### src/rtl/irqc_pkg.sv
package irqc_pkg;
  localparam int N_EXT  = 4;
  localparam int N_PER  = 11;
  localparam int N_SRC  = N_EXT + N_PER;
  localparam int N_VEC  = 9;
  localparam int N_TOP  = 2;               // vectors that may use the highest level
  localparam int N_LVL  = 3;
  localparam int VEC_W  = $clog2(N_VEC);

  typedef logic [1:0] lvl_t;
  localparam lvl_t LVL_LOW  = 2'd0;
  localparam lvl_t LVL_HIGH = 2'd1;
  localparam lvl_t LVL_TOP  = 2'd2;

  // source number -> vector number
  function automatic int src_vector(input int s);
    case (s)
      0, 1, 2, 3: return s;
      4:          return 2;
      5:          return 3;
      6:          return 4;
      7, 8:       return 5;
      9:          return 6;
      10, 11, 12: return 7;
      default:    return 8;
    endcase
  endfunction
endpackage

### src/rtl/irqc_pin_detect.sv
module irqc_pin_detect #(
  parameter bit LEVEL_OK = 1'b1
) (
  input  logic       clk,
  input  logic       rst_n,
  input  logic       pin,
  input  logic [1:0] mode,
  output logic       evt,
  output logic       lvl_act,
  output logic       lvl_req
);
  logic prev, armed, rise, fall;

  always_ff @(posedge clk) begin
    if (!rst_n) begin
      prev  <= 1'b0;
      armed <= 1'b0;
    end else begin
      prev  <= pin;
      armed <= 1'b1;
    end
  end

  assign rise = armed & pin & ~prev;
  assign fall = armed & ~pin & prev;

  if (LEVEL_OK) begin : g_level
    // 00 rise, 01 fall, 10 high level, 11 low level
    assign lvl_act = mode[1];
    assign lvl_req = mode[0] ? ~pin : pin;
    assign evt     = mode[1] ? 1'b0 : (mode[0] ? fall : rise);
  end else begin : g_edge
    // 00 rise, 01 fall, 1x both edges
    assign lvl_act = 1'b0;
    assign lvl_req = 1'b0;
    assign evt     = mode[1] ? (rise | fall) : (mode[0] ? fall : rise);
  end
endmodule

### src/rtl/irqc_flag_bank.sv
module irqc_flag_bank
  import irqc_pkg::*;
#(
  parameter int NS = N_SRC,
  parameter int NV = N_VEC
) (
  input  logic          clk,
  input  logic          rst_n,
  input  logic [NS-1:0] set_i,
  input  logic [NS-1:0] clr_i,
  input  logic [NS-1:0] lvl_act,
  input  logic [NS-1:0] lvl_req,
  output logic [NV-1:0] req_vec
);
  logic [NS-1:0] flags;
  logic [NS-1:0] req_src;

  always_ff @(posedge clk) begin
    if (!rst_n) flags <= '0;
    else        flags <= (flags & ~clr_i) | set_i;
  end

  assign req_src = (lvl_act & lvl_req) | (~lvl_act & flags);

  for (genvar v = 0; v < NV; v++) begin : g_vec
    logic [NS-1:0] sel;
    for (genvar s = 0; s < NS; s++) begin : g_src
      assign sel[s] = (src_vector(s) == v) ? req_src[s] : 1'b0;
    end
    assign req_vec[v] = |sel;
  end

  // a set flag survives every cycle without its clear
  p_flag_hold_r5: assert property (@(posedge clk) disable iff (!rst_n)
    ((flags & ~clr_i) != '0) |=> ((($past(flags) & ~$past(clr_i)) & ~flags) == '0))
    else $error("flag dropped without clear");
endmodule

### src/rtl/irqc_arbiter.sv
module irqc_arbiter
  import irqc_pkg::*;
#(
  parameter int NV = N_VEC,
  parameter int NT = N_TOP,
  parameter int NL = N_LVL,
  localparam int VW = $clog2(NV)
) (
  input  logic [NV-1:0] pend,
  input  logic [NV-1:0] vec_hi,
  input  logic [NL-1:0] in_svc,
  output logic          win_valid,
  output logic [VW-1:0] win_vec,
  output lvl_t          win_lvl
);
  lvl_t          vlvl [NV];
  logic [NV-1:0] elig;

  for (genvar v = 0; v < NV; v++) begin : g_lvl
    if (v < NT) begin : g_top
      assign vlvl[v] = vec_hi[v] ? LVL_TOP : LVL_HIGH;
    end else begin : g_norm
      assign vlvl[v] = vec_hi[v] ? LVL_HIGH : LVL_LOW;
    end
    assign elig[v] = pend[v] && ((in_svc >> vlvl[v]) == '0);
  end

  always_comb begin
    win_valid = 1'b0;
    win_vec   = '0;
    win_lvl   = LVL_LOW;
    for (int v = NV - 1; v >= 0; v--) begin
      if (elig[v] && (!win_valid || vlvl[v] >= win_lvl)) begin
        win_valid = 1'b1;
        win_vec   = VW'(v);
        win_lvl   = vlvl[v];
      end
    end
  end
endmodule

### src/rtl/irqc_nest_stack.sv
module irqc_nest_stack
  import irqc_pkg::*;
#(
  parameter int NL = N_LVL
) (
  input  logic          clk,
  input  logic          rst_n,
  input  logic          push,
  input  lvl_t          push_lvl,
  input  logic          pop,
  output logic [NL-1:0] in_svc
);
  logic [NL-1:0] top_bit;
  logic [NL-1:0] nxt;

  always_comb begin
    top_bit = '0;
    for (int l = 0; l < NL; l++) begin
      if (in_svc[l]) top_bit = NL'(1) << l;
    end
    nxt = in_svc & ~(pop ? top_bit : '0);
    if (push) nxt = nxt | (NL'(1) << push_lvl);
  end

  always_ff @(posedge clk) begin
    if (!rst_n) in_svc <= '0;
    else        in_svc <= nxt;
  end

  // an accepted level was not already in service
  p_push_fresh_r8: assert property (@(posedge clk) disable iff (!rst_n)
    push |-> !in_svc[push_lvl])
    else $error("pushed level already in service");

  // a return alone removes exactly one level
  p_pop_one_r9: assert property (@(posedge clk) disable iff (!rst_n)
    (pop && !push && in_svc != '0) |=>
      ($countones(in_svc) + 1 == $countones($past(in_svc))))
    else $error("return did not clear exactly one level");
endmodule

### src/rtl/irq_vector_ctrl.sv
module irq_vector_ctrl
  import irqc_pkg::*;
#(
  parameter int ADDR_W   = 8,
  parameter int VEC_BASE = 3,
  parameter int VEC_STEP = 8
) (
  input  logic                 clk,
  input  logic                 rst_n,
  input  logic [N_EXT-1:0]     ext_pin,
  input  logic [N_EXT-1:0]     ext01_mode,
  input  logic [N_EXT-1:0]     ext23_mode,
  input  logic [N_PER-1:0]     periph_req,
  input  logic [N_SRC-1:0]     src_clr,
  input  logic                 global_en,
  input  logic [N_VEC-1:0]     vec_en,
  input  logic [N_VEC-1:0]     vec_hi,
  output logic                 irq_valid,
  input  logic                 irq_ready,
  output logic [ADDR_W-1:0]    irq_addr,
  output logic [1:0]           irq_level,
  input  logic                 reti
);
  localparam int HALF = N_EXT / 2;

  logic [N_EXT-1:0] ext_evt, ext_lvl_act, ext_lvl_req;
  logic [N_VEC-1:0] req_vec, pend;
  logic [N_LVL-1:0] in_svc;
  logic             win_valid;
  logic [VEC_W-1:0] win_vec;
  lvl_t             win_lvl;
  logic             off_valid;
  logic [VEC_W-1:0] off_vec;
  lvl_t             off_lvl;
  logic             accept;

  for (genvar i = 0; i < N_EXT; i++) begin : g_pin
    logic [1:0] mode_i;
    if (i < HALF) begin : g_lv
      assign mode_i = ext01_mode[2*i +: 2];
    end else begin : g_ed
      assign mode_i = ext23_mode[2*(i-HALF) +: 2];
    end
    irqc_pin_detect #(.LEVEL_OK(i < HALF)) u_pin (
      .clk     (clk),
      .rst_n   (rst_n),
      .pin     (ext_pin[i]),
      .mode    (mode_i),
      .evt     (ext_evt[i]),
      .lvl_act (ext_lvl_act[i]),
      .lvl_req (ext_lvl_req[i])
    );
  end

  irqc_flag_bank #(.NS(N_SRC), .NV(N_VEC)) u_flags (
    .clk     (clk),
    .rst_n   (rst_n),
    .set_i   ({periph_req, ext_evt}),
    .clr_i   (src_clr),
    .lvl_act ({{N_PER{1'b0}}, ext_lvl_act}),
    .lvl_req ({{N_PER{1'b0}}, ext_lvl_req}),
    .req_vec (req_vec)
  );

  assign pend = req_vec & vec_en & {N_VEC{global_en}};

  irqc_arbiter #(.NV(N_VEC), .NT(N_TOP), .NL(N_LVL)) u_arb (
    .pend      (pend),
    .vec_hi    (vec_hi),
    .in_svc    (in_svc),
    .win_valid (win_valid),
    .win_vec   (win_vec),
    .win_lvl   (win_lvl)
  );

  assign accept = off_valid & irq_ready;

  irqc_nest_stack #(.NL(N_LVL)) u_stack (
    .clk      (clk),
    .rst_n    (rst_n),
    .push     (accept),
    .push_lvl (off_lvl),
    .pop      (reti),
    .in_svc   (in_svc)
  );

  // offer register: loads only when empty, holds until accepted
  always_ff @(posedge clk) begin
    if (!rst_n) begin
      off_valid <= 1'b0;
      off_vec   <= '0;
      off_lvl   <= LVL_LOW;
    end else if (off_valid) begin
      if (irq_ready) off_valid <= 1'b0;
    end else if (win_valid) begin
      off_valid <= 1'b1;
      off_vec   <= win_vec;
      off_lvl   <= win_lvl;
    end
  end

  assign irq_valid = off_valid;
  assign irq_level = off_lvl;
  assign irq_addr  = ADDR_W'(VEC_BASE) + ADDR_W'(off_vec) * ADDR_W'(VEC_STEP);

  // a stalled offer holds steady
  p_offer_hold_r11: assert property (@(posedge clk) disable iff (!rst_n)
    (irq_valid && !irq_ready) |=>
      (irq_valid && $stable(irq_addr) && $stable(irq_level)))
    else $error("offer changed while stalled");

  // the offer is above every level in service
  p_offer_above_r8: assert property (@(posedge clk) disable iff (!rst_n)
    irq_valid |-> ((in_svc >> irq_level) == '0))
    else $error("offer not above levels in service");

  // a new offer needs the master enable
  p_gate_r10: assert property (@(posedge clk) disable iff (!rst_n)
    $rose(irq_valid) |-> $past(global_en))
    else $error("offer raised while globally masked");
endmodule

### config.mk
export PLATFORM = sky130hd
export DESIGN_NAME = irq_vector_ctrl
export DESIGN_NICKNAME = d
export VERILOG_FILES = /design/src/rtl/irqc_pkg.sv /design/src/rtl/irqc_pin_detect.sv /design/src/rtl/irqc_flag_bank.sv /design/src/rtl/irqc_arbiter.sv /design/src/rtl/irqc_nest_stack.sv /design/src/rtl/irq_vector_ctrl.sv
export SDC_FILE = /design/constraint.sdc
export NUM_CORES = 1
export LEC_CHECK = 0
export ABC_AREA = 1
export BUFFER_PORTS_ARGS = -buffer_cell sky130_fd_sc_hd__buf_4
export CORE_ASPECT_RATIO = 0.6
export CORE_MARGIN = 2
export CORE_UTILIZATION = 25
export CTS_CLUSTER_SIZE = 8
export DETAILED_ROUTE_END_ITERATION = 10
export SLEW_MARGIN = 20
export SYNTH_ARGS = -nofsm -noshare
export SYNTH_HDL_FRONTEND = slang
export SYNTH_HIERARCHICAL = 1
export SYNTH_SLANG_ARGS = --single-unit
### constraint.sdc
create_clock -name clk -period 3.8 [get_ports clk]
set_input_delay 1.14 -clock clk [delete_from_list [all_inputs] [get_ports clk]]
set_output_delay 1.14 -clock clk [all_outputs]
set_load 0.01 [all_outputs]
==> results of run 1 <==
cell usage in the layout, fill, tap and decap left out, types with 3 or more instances in the layout:
cell type and instances:
nand2_1 94, inv_1 73, buf_4 67, nor2_1 66, conb_1 41, dfxtp_1 33
nand3_1 17, o21ai_0 16, a21oi_1 15, inv_2 6, nand2_2 6, clkbuf_16 5
nor2_4 4, nor2_2 4, nand4_1 4, a21oi_2 3
where the power goes:
part	internal, mW	switching [mW]
Clock	0.240	0.160
Combinational	0.124	0.150
Sequential	0.375	0.0192
cell type report:
class                           instances  area, um^2
Inverter                               80         300
Timing Repair Buffer                   67         503
Fill cell                             968        5520
Sequential cell                        33         661
Multi-Input combinational cell        288        1320
Clock inverter                          3        17.5
Clock buffer                            5         125
Tap cell                              112         140
cells by family (layout without fill, tap and decap cells):
family | count (synthesis) | after routing
buf+inv | 92 | 155
other cells | 4 | 41
flops | 33 | 33
fa+ha+maj | 2 | 2
compound gates | 39 | 39
simple gates | 206 | 206
per-layer routing:
layer	GRT usage [%]	share of wire, %	up-vias	wire length, um
met3	4.95	7.6	9	424
met2	18.8	44	54	2430
met5	0	0	-	0
met4	3.52	1.3	0	71
met1	15.1	48	936	2650
li1	-	-	1277	-
flip-flops by register name, indices dropped and copies added, names as in the netlist:
name,cells
g_pin.u_pin/prev,4
g_pin.u_pin/armed,4
irq_level,2
irq_valid,1
u_flags/flags,15
off_vec,4
u_stack/in_svc,3
per-stage QoR:
step / hold slack, ps / std cells / instance area [um^2] / utilization [%]
after floorplan: 450 / 413 / 2380 / -
after global placement: 470 / 580 / 2920 / 34.0
after detailed placement: 477 / 580 / 2920 / 34.0
after CTS: 488 / 588 / 3070 / 35.7
after global routing: 498 / 588 / 3070 / 35.7
final: 488 / 588 / 3070 / 35.7
worst max-delay path, cell delays in order:
cell	delay, ps
buf_4	110
clkinv_1	140
nor2_1	90
nand4_1	130
nand2_2	90
a21oi_2	220
o221ai_2	150
a21oi_1	180
o211ai_1	110
nand2_1	80
inv_1	60
ha_1	270
inv_1	50
nand2_1	40
a21oi_1	140
nand2_2	110
nand2_4	80
nand2_1	60
nand2_1	60
inv_1	50
nand3_1	70
nand2_1	60
nor2_1	100
final timing paths:
kind / end / slack, ps / from / cells after the start
worst max-delay path: irq_level[0] / 450 / global_en / 23
worst min register to register: off_vec[0] / 490 / off_vec[0] / 2
worst max register to register: irq_level[0] / 940 / u_flags/flags[12] / 26
worst min-delay path: off_vec[0] / 490 / off_vec[0] / 2
==> impl_metrics.csv, run 1 <==
group,metric,value,unit
logic_synthesis,synthMuxAreaShare,0,%
floorplan,ioPinCount,72,
global_routing,grt_pass1_wl,9.25,mm
finish,diodes,0,
setup_path,cp.arrival,3570,ps
logic_synthesis,yosysSeqAreaShare,29.5,%
sta,setup_ws,446,ps
logic_synthesis,synth_cell_type_count,31,
placed_design,port_buffers,67,
logic_synthesis,synth.avg_cell_area,5.95,um^2
sta,post-route-min-period,3350,ps
drt,wl_per_cell,9.49,um
drt,wl,5.58,mm
run_status,outcome,"complete, no violations",
floorplan,core,8590,um^2
setup_path,crit_path_max_fanout,9,
clocking,clock_path_buffers,2,
global_routing,grt_pass1_vias,2097,
sta,max_clock_freq,0.298,GHz
sta,slew_headroom,60.9,%
clocking,cts_setup_buffers,0,
logic_synthesis,async_flop_share,0,%
logic_synthesis,synth_area,2240,um^2
logic_synthesis,ys.flop_type,"dfxtp_1",
logic_synthesis,synth_top_area_share,29.5,%
floorplan,row_count,26,
power,ir_drop,0.147,mV
setup_path,required,4020,ps
drt,vias_per_cell,3.87,
logic_synthesis,synth-seq-cells,33,
logic_synthesis,synth_top_family_by_area,"simple AND/OR/NAND/NOR gates",
clocking,tritoncts,"done",
drt,drc_errors,0,
sta,finalClockSkew,2.15,ps
drt,first_iter_violations,69,
finish,drive_gt1_share,21.6,%
clocking,root_buffer,"clkbuf_16",
sta,setup_viol,0,
clocking,clk_latency,280,ps
floorplan,initial_core_util,26.1,%
sta,maxSlewViolCount,0,
clocking,post_cts_resized,0,
job,drv_cap,0,
logic_synthesis,synthesis.instances,376,
logic_synthesis,synth_edf_count,0,
placed_design,gp_congestion,0.842,
floorplan,die_h,77.3,um
logic_synthesis,synth_area_leaders,"dfxtp_1, nand2_1, inv_1, nor2_1, nand3_1",
sta,finalCritPeriodShare,88.3,%
drt,vias,2276,
finish,syn_to_final_growth,36.9,%
sta,hold_viol,0,
clocking,postCtsHoldBufs,0,
finish,nets,538,
logic_synthesis,yosys.area_share.simple,40.3,%
power,p_per_area,348,nW/um^2
global_routing,antenna_found_initial,0,
worst_hold_path,hold_class,"flip-flop to flip-flop",
logic_synthesis,yosys_warnings,6,
drt,drt_first_pass_iters,6,
sta,setup_tns,0,ps
logic_synthesis,synthTopCellsByCount,"nand2_1, inv_1, nor2_1",
sta,worst_slew_pin_slew,583,ps
power,power,1.07,mW
setup_path,worstSetupStartpointType,"input port",
logic_synthesis,synth_compound_area_share,10.6,%
power,power_leakage,1.65,nW
global_routing,track_usage,12.0,%
setup_path,critical_path_class,"input port to flip-flop",
setup_path,end_kind,"flip-flop",
floorplan,die_width,126,um
logic_synthesis,synth_fa_ha_area_share,1.12,%
clocking,cts.sinks,33,
global_routing,grt_max_degree,18,
floorplan,die_area,9750,um^2
logic_synthesis,synth_xor_area_share,0,%
sta,rsz0062_at_grt,"no",
clocking,path_clk_slew,60,ps
placed_design,post-place-ws,204,ps
drt,ant_nets,0,
logic_synthesis,synth_most_common_cell,"nand2_1",
clocking,cts-htree-levels,2,
clocking,numCtsBuffers,5,
global_routing,grt_overflow,0,
placed_design,hpwlAfterDp,4.52,mm
logic_synthesis,yosysTopAreaCell,"dfxtp_1",
(Power assumes the default switching activity.)
==> run 2: changes to the inputs <==
--- a/config.mk
+++ b/config.mk
@@ -5,14 +5,15 @@
 export SDC_FILE = /design/constraint.sdc
 export NUM_CORES = 1
 export LEC_CHECK = 0
-export ABC_AREA = 1
+export ABC_AREA = 0
 export BUFFER_PORTS_ARGS = -buffer_cell sky130_fd_sc_hd__buf_4
+export CAP_MARGIN = 15
 export CORE_ASPECT_RATIO = 0.6
 export CORE_MARGIN = 2
 export CORE_UTILIZATION = 25
 export CTS_CLUSTER_SIZE = 8
 export DETAILED_ROUTE_END_ITERATION = 10
-export SLEW_MARGIN = 20
+export SLEW_MARGIN = 30
 export SYNTH_ARGS = -nofsm -noshare
 export SYNTH_HDL_FRONTEND = slang
 export SYNTH_HIERARCHICAL = 1
==> impl_metrics.csv, run 2 <==
group,metric,value,unit
run_status,outcome,"complete, no violations",
placed_design,gp_congestion,0.851,
worst_hold_path,min-delay-start,"off_vec[1]",
drt,ant_nets,0,
finish,final_cell_mix,"buf_4, dfxtp_1, conb_1, nand2_1, o21a_1",
logic_synthesis,synth_cell_type_count,57,
logic_synthesis,synth-seq-cells,33,
sta,post-route-min-period,3570,ps
setup_path,cp_slowest_cell,"a222oi_1",
logic_synthesis,ys.flop_type,"dfxtp_1",
clocking,postCtsHoldBufs,0,
finish,top_register,"u_flags/flags",
setup_path,critPathTopFamily,"compound AO/OA/AOI/OAI gates",
logic_synthesis,synth.avg_cell_area,8.96,um^2
logic_synthesis,yosysTopAreaCell,"dfxtp_1",
global_routing,grt_max_degree,40,
setup_path,end_kind,"flip-flop",
setup_path,cp-startpoint,"global_en",
power,pwr-share-seq,37.7,%
power,ir_drop,0.119,mV
drt,wl,5.53,mm
clocking,clk_latency,270,ps
power,power,1.03,mW
setup_path,cp_num_buf_inv,1,
global_routing,antenna_found_initial,0,
clocking,root_buffer,"clkbuf_16",
placed_design,post_dp_cell_area,2800,um^2
drt,first_iter_violations,82,
power,p_clk_share,38.8,%
clocking,post_cts_resized,0,
setup_path,reg2reg_from,"u_flags/flags[13]",
clocking,numCtsBuffers,5,
power,combPwrFrac,23.6,%
floorplan,die_width,122,um
logic_synthesis,yosysSeqAreaShare,31.4,%
sta,holdWs,460,ps
power,p_int,0.763,mW
finish,drive_gt1_share,31.8,%
floorplan,core,8010,um^2
sta,finalCritPeriodShare,94.0,%
setup_path,cp_cell_sequence,"buf_4, and3_1, a222oi_1, a21oi_1, and2b_2, a21oi_1, ha_1, nand2b_1, a21oi_1, nor2_1, a31oi_4, mux2_4, nand2_1, mux2i_1",
clocking,tritoncts,"done",
logic_synthesis,yosys_warnings,6,
drt,vias,1925,
placed_design,hpwlAfterDp,4.45,mm
sta,hold_viol,0,
sta,max_clock_freq,0.280,GHz
finish,largest_register_ffs,15,
drt,drc_errors,0,
logic_synthesis,async_flop_share,0,%
placed_design,port_buffers,67,
setup_path,required,3960,ps
logic_synthesis,synthesis.instances,235,
setup_path,critical_path_class,"input port to flip-flop",
setup_path,cpMostUsedCell,"a21oi_1",
clocking,path_clk_slew,50,ps
logic_synthesis,synth_area,2100,um^2
logic_synthesis,synthTopCellsByCount,"dfxtp_1, nand2_1, o21a_1",
drt,drt_first_pass_iters,4,
logic_synthesis,synth_edf_count,0,
clocking,clock_path_buffers,2,
global_routing,track_usage,12.8,%
drt,wl_per_cell,12.6,um
sta,setup_viol,0,
worst_hold_path,hold_class,"flip-flop to flip-flop",
placed_design,placed_cells,431,
finish,syn_to_final_growth,39.6,%
clocking,cts.sinks,33,
global_routing,grt_overflow,0,
finish,stdcell_count,438,
sta,setup_tns,0,ps
logic_synthesis,synth_area_leaders,"dfxtp_1, mux2i_1, o21a_1, nor2b_1, buf_4",
global_routing,grt_pass1_wl,8.95,mm
floorplan,initial_core_util,26.3,%
setup_path,cp.arrival,3730,ps
floorplan,row_count,25,
placed_design,post-place-ws,2.83,ps
power,switchingPower,0.262,mW
finish,diodes,0,
finish,postLayoutCoreUtil,36.7,%
setup_path,worstSetupStartpointType,"input port",
job,drv_cap,0,
setup_path,crit_path_max_fanout,9,
global_routing,grt_pass1_vias,1926,
clocking,cts_setup_buffers,0,
drt,vias_per_cell,4.39,
finish,fin_area,2940,um^2
clocking,cts-htree-levels,2,
floorplan,die_area,9190,um^2
sta,rsz0062_at_grt,"no",
power,power_leakage,1.36,nW
floorplan,die_h,75.1,um
floorplan,ioPinCount,72,
finish,nets,393,
logic_synthesis,synth_top_area_share,31.4,%
logic_synthesis,synth_most_common_cell,"dfxtp_1",
power,p_sw_share,25.6,%
setup_path,max_stage_delay,460,ps
sta,maxSlewViolCount,0,
finish,final_common_cell,"buf_4",
sta,finalClockSkew,3.11,ps
power,p_per_area,349,nW/um^2
sta,setup_ws,229,ps
[run 2: cell types whose count changed after synthesis, moves of 7 or more]
cell     previous run  this run
a21oi_1            15         8
nand3_1            17         8
nor2b_1             0        18
mux2i_1             0        17
nand2_1            94        20
inv_1              73         6
and3_1              1        12
nor2_1             66         1
o21a_1              0        19
o21ai_0            16         3
[run 2: layer usage]
metal	GRT usage (%)	vias to the layer above	wire, um	share of wire (%)
met3	4.85	9	473	8.5
met1	16.4	860	2690	49
li1	-	995	-	-
met4	4.73	0	89	1.6
met5	0	-	0	0
met2	19.9	61	2290	41
[run 2: power groups by stage]
stage	clock (mW)	combinational, mW	sequential [mW]
after floorplan	0	0.144	0.393
after global placement	0	0.238	0.393
after detailed placement	0	0.242	0.394
after CTS	0.413	0.243	0.387
after global routing	0.431	0.268	0.390
final	0.398	0.242	0.386
[run 2: worst paths after layout]
kind	endpoint	cells past startpoint	slack (ps)
setup / recovery	irq_level[1]	14	230
hold / removal	off_vec[1]	2	460
setup reg to reg	irq_level[1]	15	620
hold reg to reg	off_vec[1]	2	460
[run 2: logic make-up after synthesis]
family                     count (synthesis)  synth area share, %
and+or+nand+nor                           95                 27.2
AOI/OAI and AO/OA                         58                 21.7
DFF                                       33                 31.4
muxes                                     22                 10.9
buffers and inverters                     19                 6.06
other                                      4                0.713
adders and majority gates                  2                 1.19
xor gates and xnor gates                   2                0.832
[run 2: area by class of cell]
cell class / instances / area [um^2]
Timing Repair Buffer: 75 / 563
Fill cell: 845 / 5070
Tap cell: 108 / 135
Clock buffer: 7 / 143
Multi-Input combinational cell: 209 / 1410
Inverter: 6 / 22.5
Sequential cell: 33 / 661
[run 2: tightest hold or removal path: cells and delay by family, from the launching register on]
kind | cells | cell delay (ps)
mux | 1 | 50
simple gates | 1 | 50
flops | 1 | 310
==> run 3: changes to the inputs <==
==> constraint.sdc (replaced) <==
create_clock -name clk -period 3.3 [get_ports clk]
set_input_delay 0.99 -clock clk [delete_from_list [all_inputs] [get_ports clk]]
set_output_delay 0.99 -clock clk [all_outputs]
set_load 0.01 [all_outputs]
==> impl_metrics.csv, run 3 (same netlist as run 2, synthesis figures left out) <==
group,metric,value,unit
run_status,outcome,"complete, no violations",
sta,post-route-min-period,3250,ps
floorplan,ioPinCount,72,
setup_path,end_kind,"flip-flop",
worst_hold_path,holdPathStages,2,
finish,multiInputGateArea,1480,um^2
setup_path,cp_slowest_cell,"mux2_4",
placed_design,post_dp_cell_area,2900,um^2
placed_design,port_buffers,67,
worst_hold_path,hold_class,"flip-flop to flip-flop",
clocking,path_clk_slew,50,ps
sta,max_clock_freq,0.307,GHz
floorplan,core,8010,um^2
clocking,root_buffer,"clkbuf_16",
floorplan,die_area,9190,um^2
drt,drc_errors,0,
global_routing,track_usage,13.6,%
power,power_leakage,1.43,nW
placed_design,hpwlAfterDp,4.55,mm
placed_design,gp_congestion,0.855,
setup_path,cp_cell_sequence,"buf_4, xor2_1, mux2_2, and3_4, and3b_2, and2_4, a21oi_2, ha_1, nand2b_4, a21oi_4, nor2_4, a31oi_4, mux2_4, nand2_2, mux2i_1",
finish,final_cell_mix,"buf_4, dfxtp_1, conb_1, nand2_1, o21a_1",
sta,setup_viol,0,
drt,wl_per_cell,12.6,um
sta,slew_headroom,52.2,%
drt,first_iter_violations,93,
global_routing,grt_max_degree,40,
drt,wl,5.70,mm
finish,syn_to_final_growth,47.6,%
setup_path,max_stage_delay,320,ps
finish,fillers,823,
global_routing,grt_pass1_wl,9.54,mm
clocking,numCtsBuffers,5,
drt,ant_nets,0,
power,power,1.20,mW
finish,nets,406,
setup_path,crit_path_max_fanout,4,
setup_path,ff2ff_path_depth,15,
sta,worst_slew_pin_slew,716,ps
drt,vias_per_cell,4.40,
finish,top_register,"u_flags/flags",
floorplan,die_h,75.1,um
sta,setup_ws,47.1,ps
setup_path,r2r-end,"irq_level[1]",
power,ir_drop,0.168,mV
setup_path,worstSetupStartpointType,"input port",
clocking,cts.sinks,33,
finish,regArea,661,um^2
clocking,postCtsHoldBufs,0,
drt,drt_first_pass_iters,4,
floorplan,die_width,122,um
placed_design,post-place-ws,-343,ps
sta,hold_viol,0,
power,p_per_area,386,nW/um^2
sta,rsz0062_at_grt,"yes",
setup_path,critical_path_class,"input port to flip-flop",
clocking,tritoncts,"done",
finish,final_common_cell,"buf_4",
global_routing,grt_overflow,0,
clocking,clock_path_buffers,2,
finish,fin_area,3110,um^2
worst_hold_path,min-delay-start,"off_vec[3]",
setup_path,reg2reg_slack,300,ps
worst_hold_path,hold_end,"off_vec[3]",
floorplan,initial_core_util,26.3,%
sta,finalCritPeriodShare,98.6,%
floorplan,row_count,25,
setup_path,reg2reg_from,"u_flags/flags[14]",
sta,finalClockSkew,7.03,ps
finish,diodes,0,
setup_path,cp.arrival,3390,ps
global_routing,antenna_found_initial,0,
finish,drive_gt1_share,37.5,%
sta,maxSlewViolCount,0,
finish,largest_register_ffs,15,
drt,vias,1988,
clocking,cts-htree-levels,2,
global_routing,grt_pass1_vias,2015,
job,drv_cap,0,
setup_path,required,3430,ps
clocking,clk_latency,280,ps
run 3: cell types whose count changed in the layout (fill, tap and decap cells not counted), sizes merged:
cell / previous run / this run
buf: 75 / 88
clkinvlp: 0 / 1
run 3: per-stage QoR:
stage	utilization (%)	hold WS, ps	std cells	TNS (ps)
2_1_floorplan	-	479	261	0
3_3_place_gp	36.3	451	443	-992
3_5_place_dp	36.3	454	443	-1630
4_1_cts	38.7	461	452	0
5_1_grt	38.8	501	452	-710
6_report	38.8	456	452	0
run 3: metal layers:
metal  vias to the layer above  GRT usage (%)  wire length [um]  part of all wire (%)
li1                       1023              -                 -                     -
met1                       899           17.3              2790                    49
met2                        54           21.2              2330                    41
met3                        12           5.00               477                   8.4
met4                         0           5.36               102                   1.8
met5                         -              0                 0                     0
run 3: layout make-up:
cell class                 count  area share, %
multi-input combinational    209           47.5
inverter                       6          0.725
clock inverter                 1          0.242
tap                          108           4.35
clock buffer                   7           4.27
timing repair buffer          88           21.6
sequential                    33           21.3
run 3: how the worst max path moves through the flow:
stage	from	end	slack [ps]	cells past startpoint
detailed placement	global_en	irq_level[0]	-340	14
finish	ext_pin[1]	irq_level[1]	50	15
global placement	global_en	irq_level[0]	-230	14
global route	global_en	irq_level[1]	-150	14
floorplan	ext01_mode[3]	irq_level[0]	5	14
CTS	global_en	irq_level[1]	3	14
run 3: repair_timing:
item,4_1_cts,5_1_grt
gates cloned,0,0
pin swaps,6,8
buffers inserted,1,0
setup endpoints to repair,2,6
resized for setup,8,3
run 3: power breakdown:
| group | total (mW) | internal [mW] | switching (mW) |
|---|---|---|---|
| Combinational | 0.303 | 0.174 | 0.129 |
| Clock | 0.450 | 0.280 | 0.170 |
| Sequential | 0.445 | 0.427 | 0.0181 |
run 3: worst max-delay path: cells and delay by family:
family / cells / cell delay (ps)
xor+xnor: 1 / 160
compound gates: 3 / 430
mux: 3 / 640
fa+ha+maj: 1 / 240
buf+inv: 1 / 120
simple gates: 6 / 810
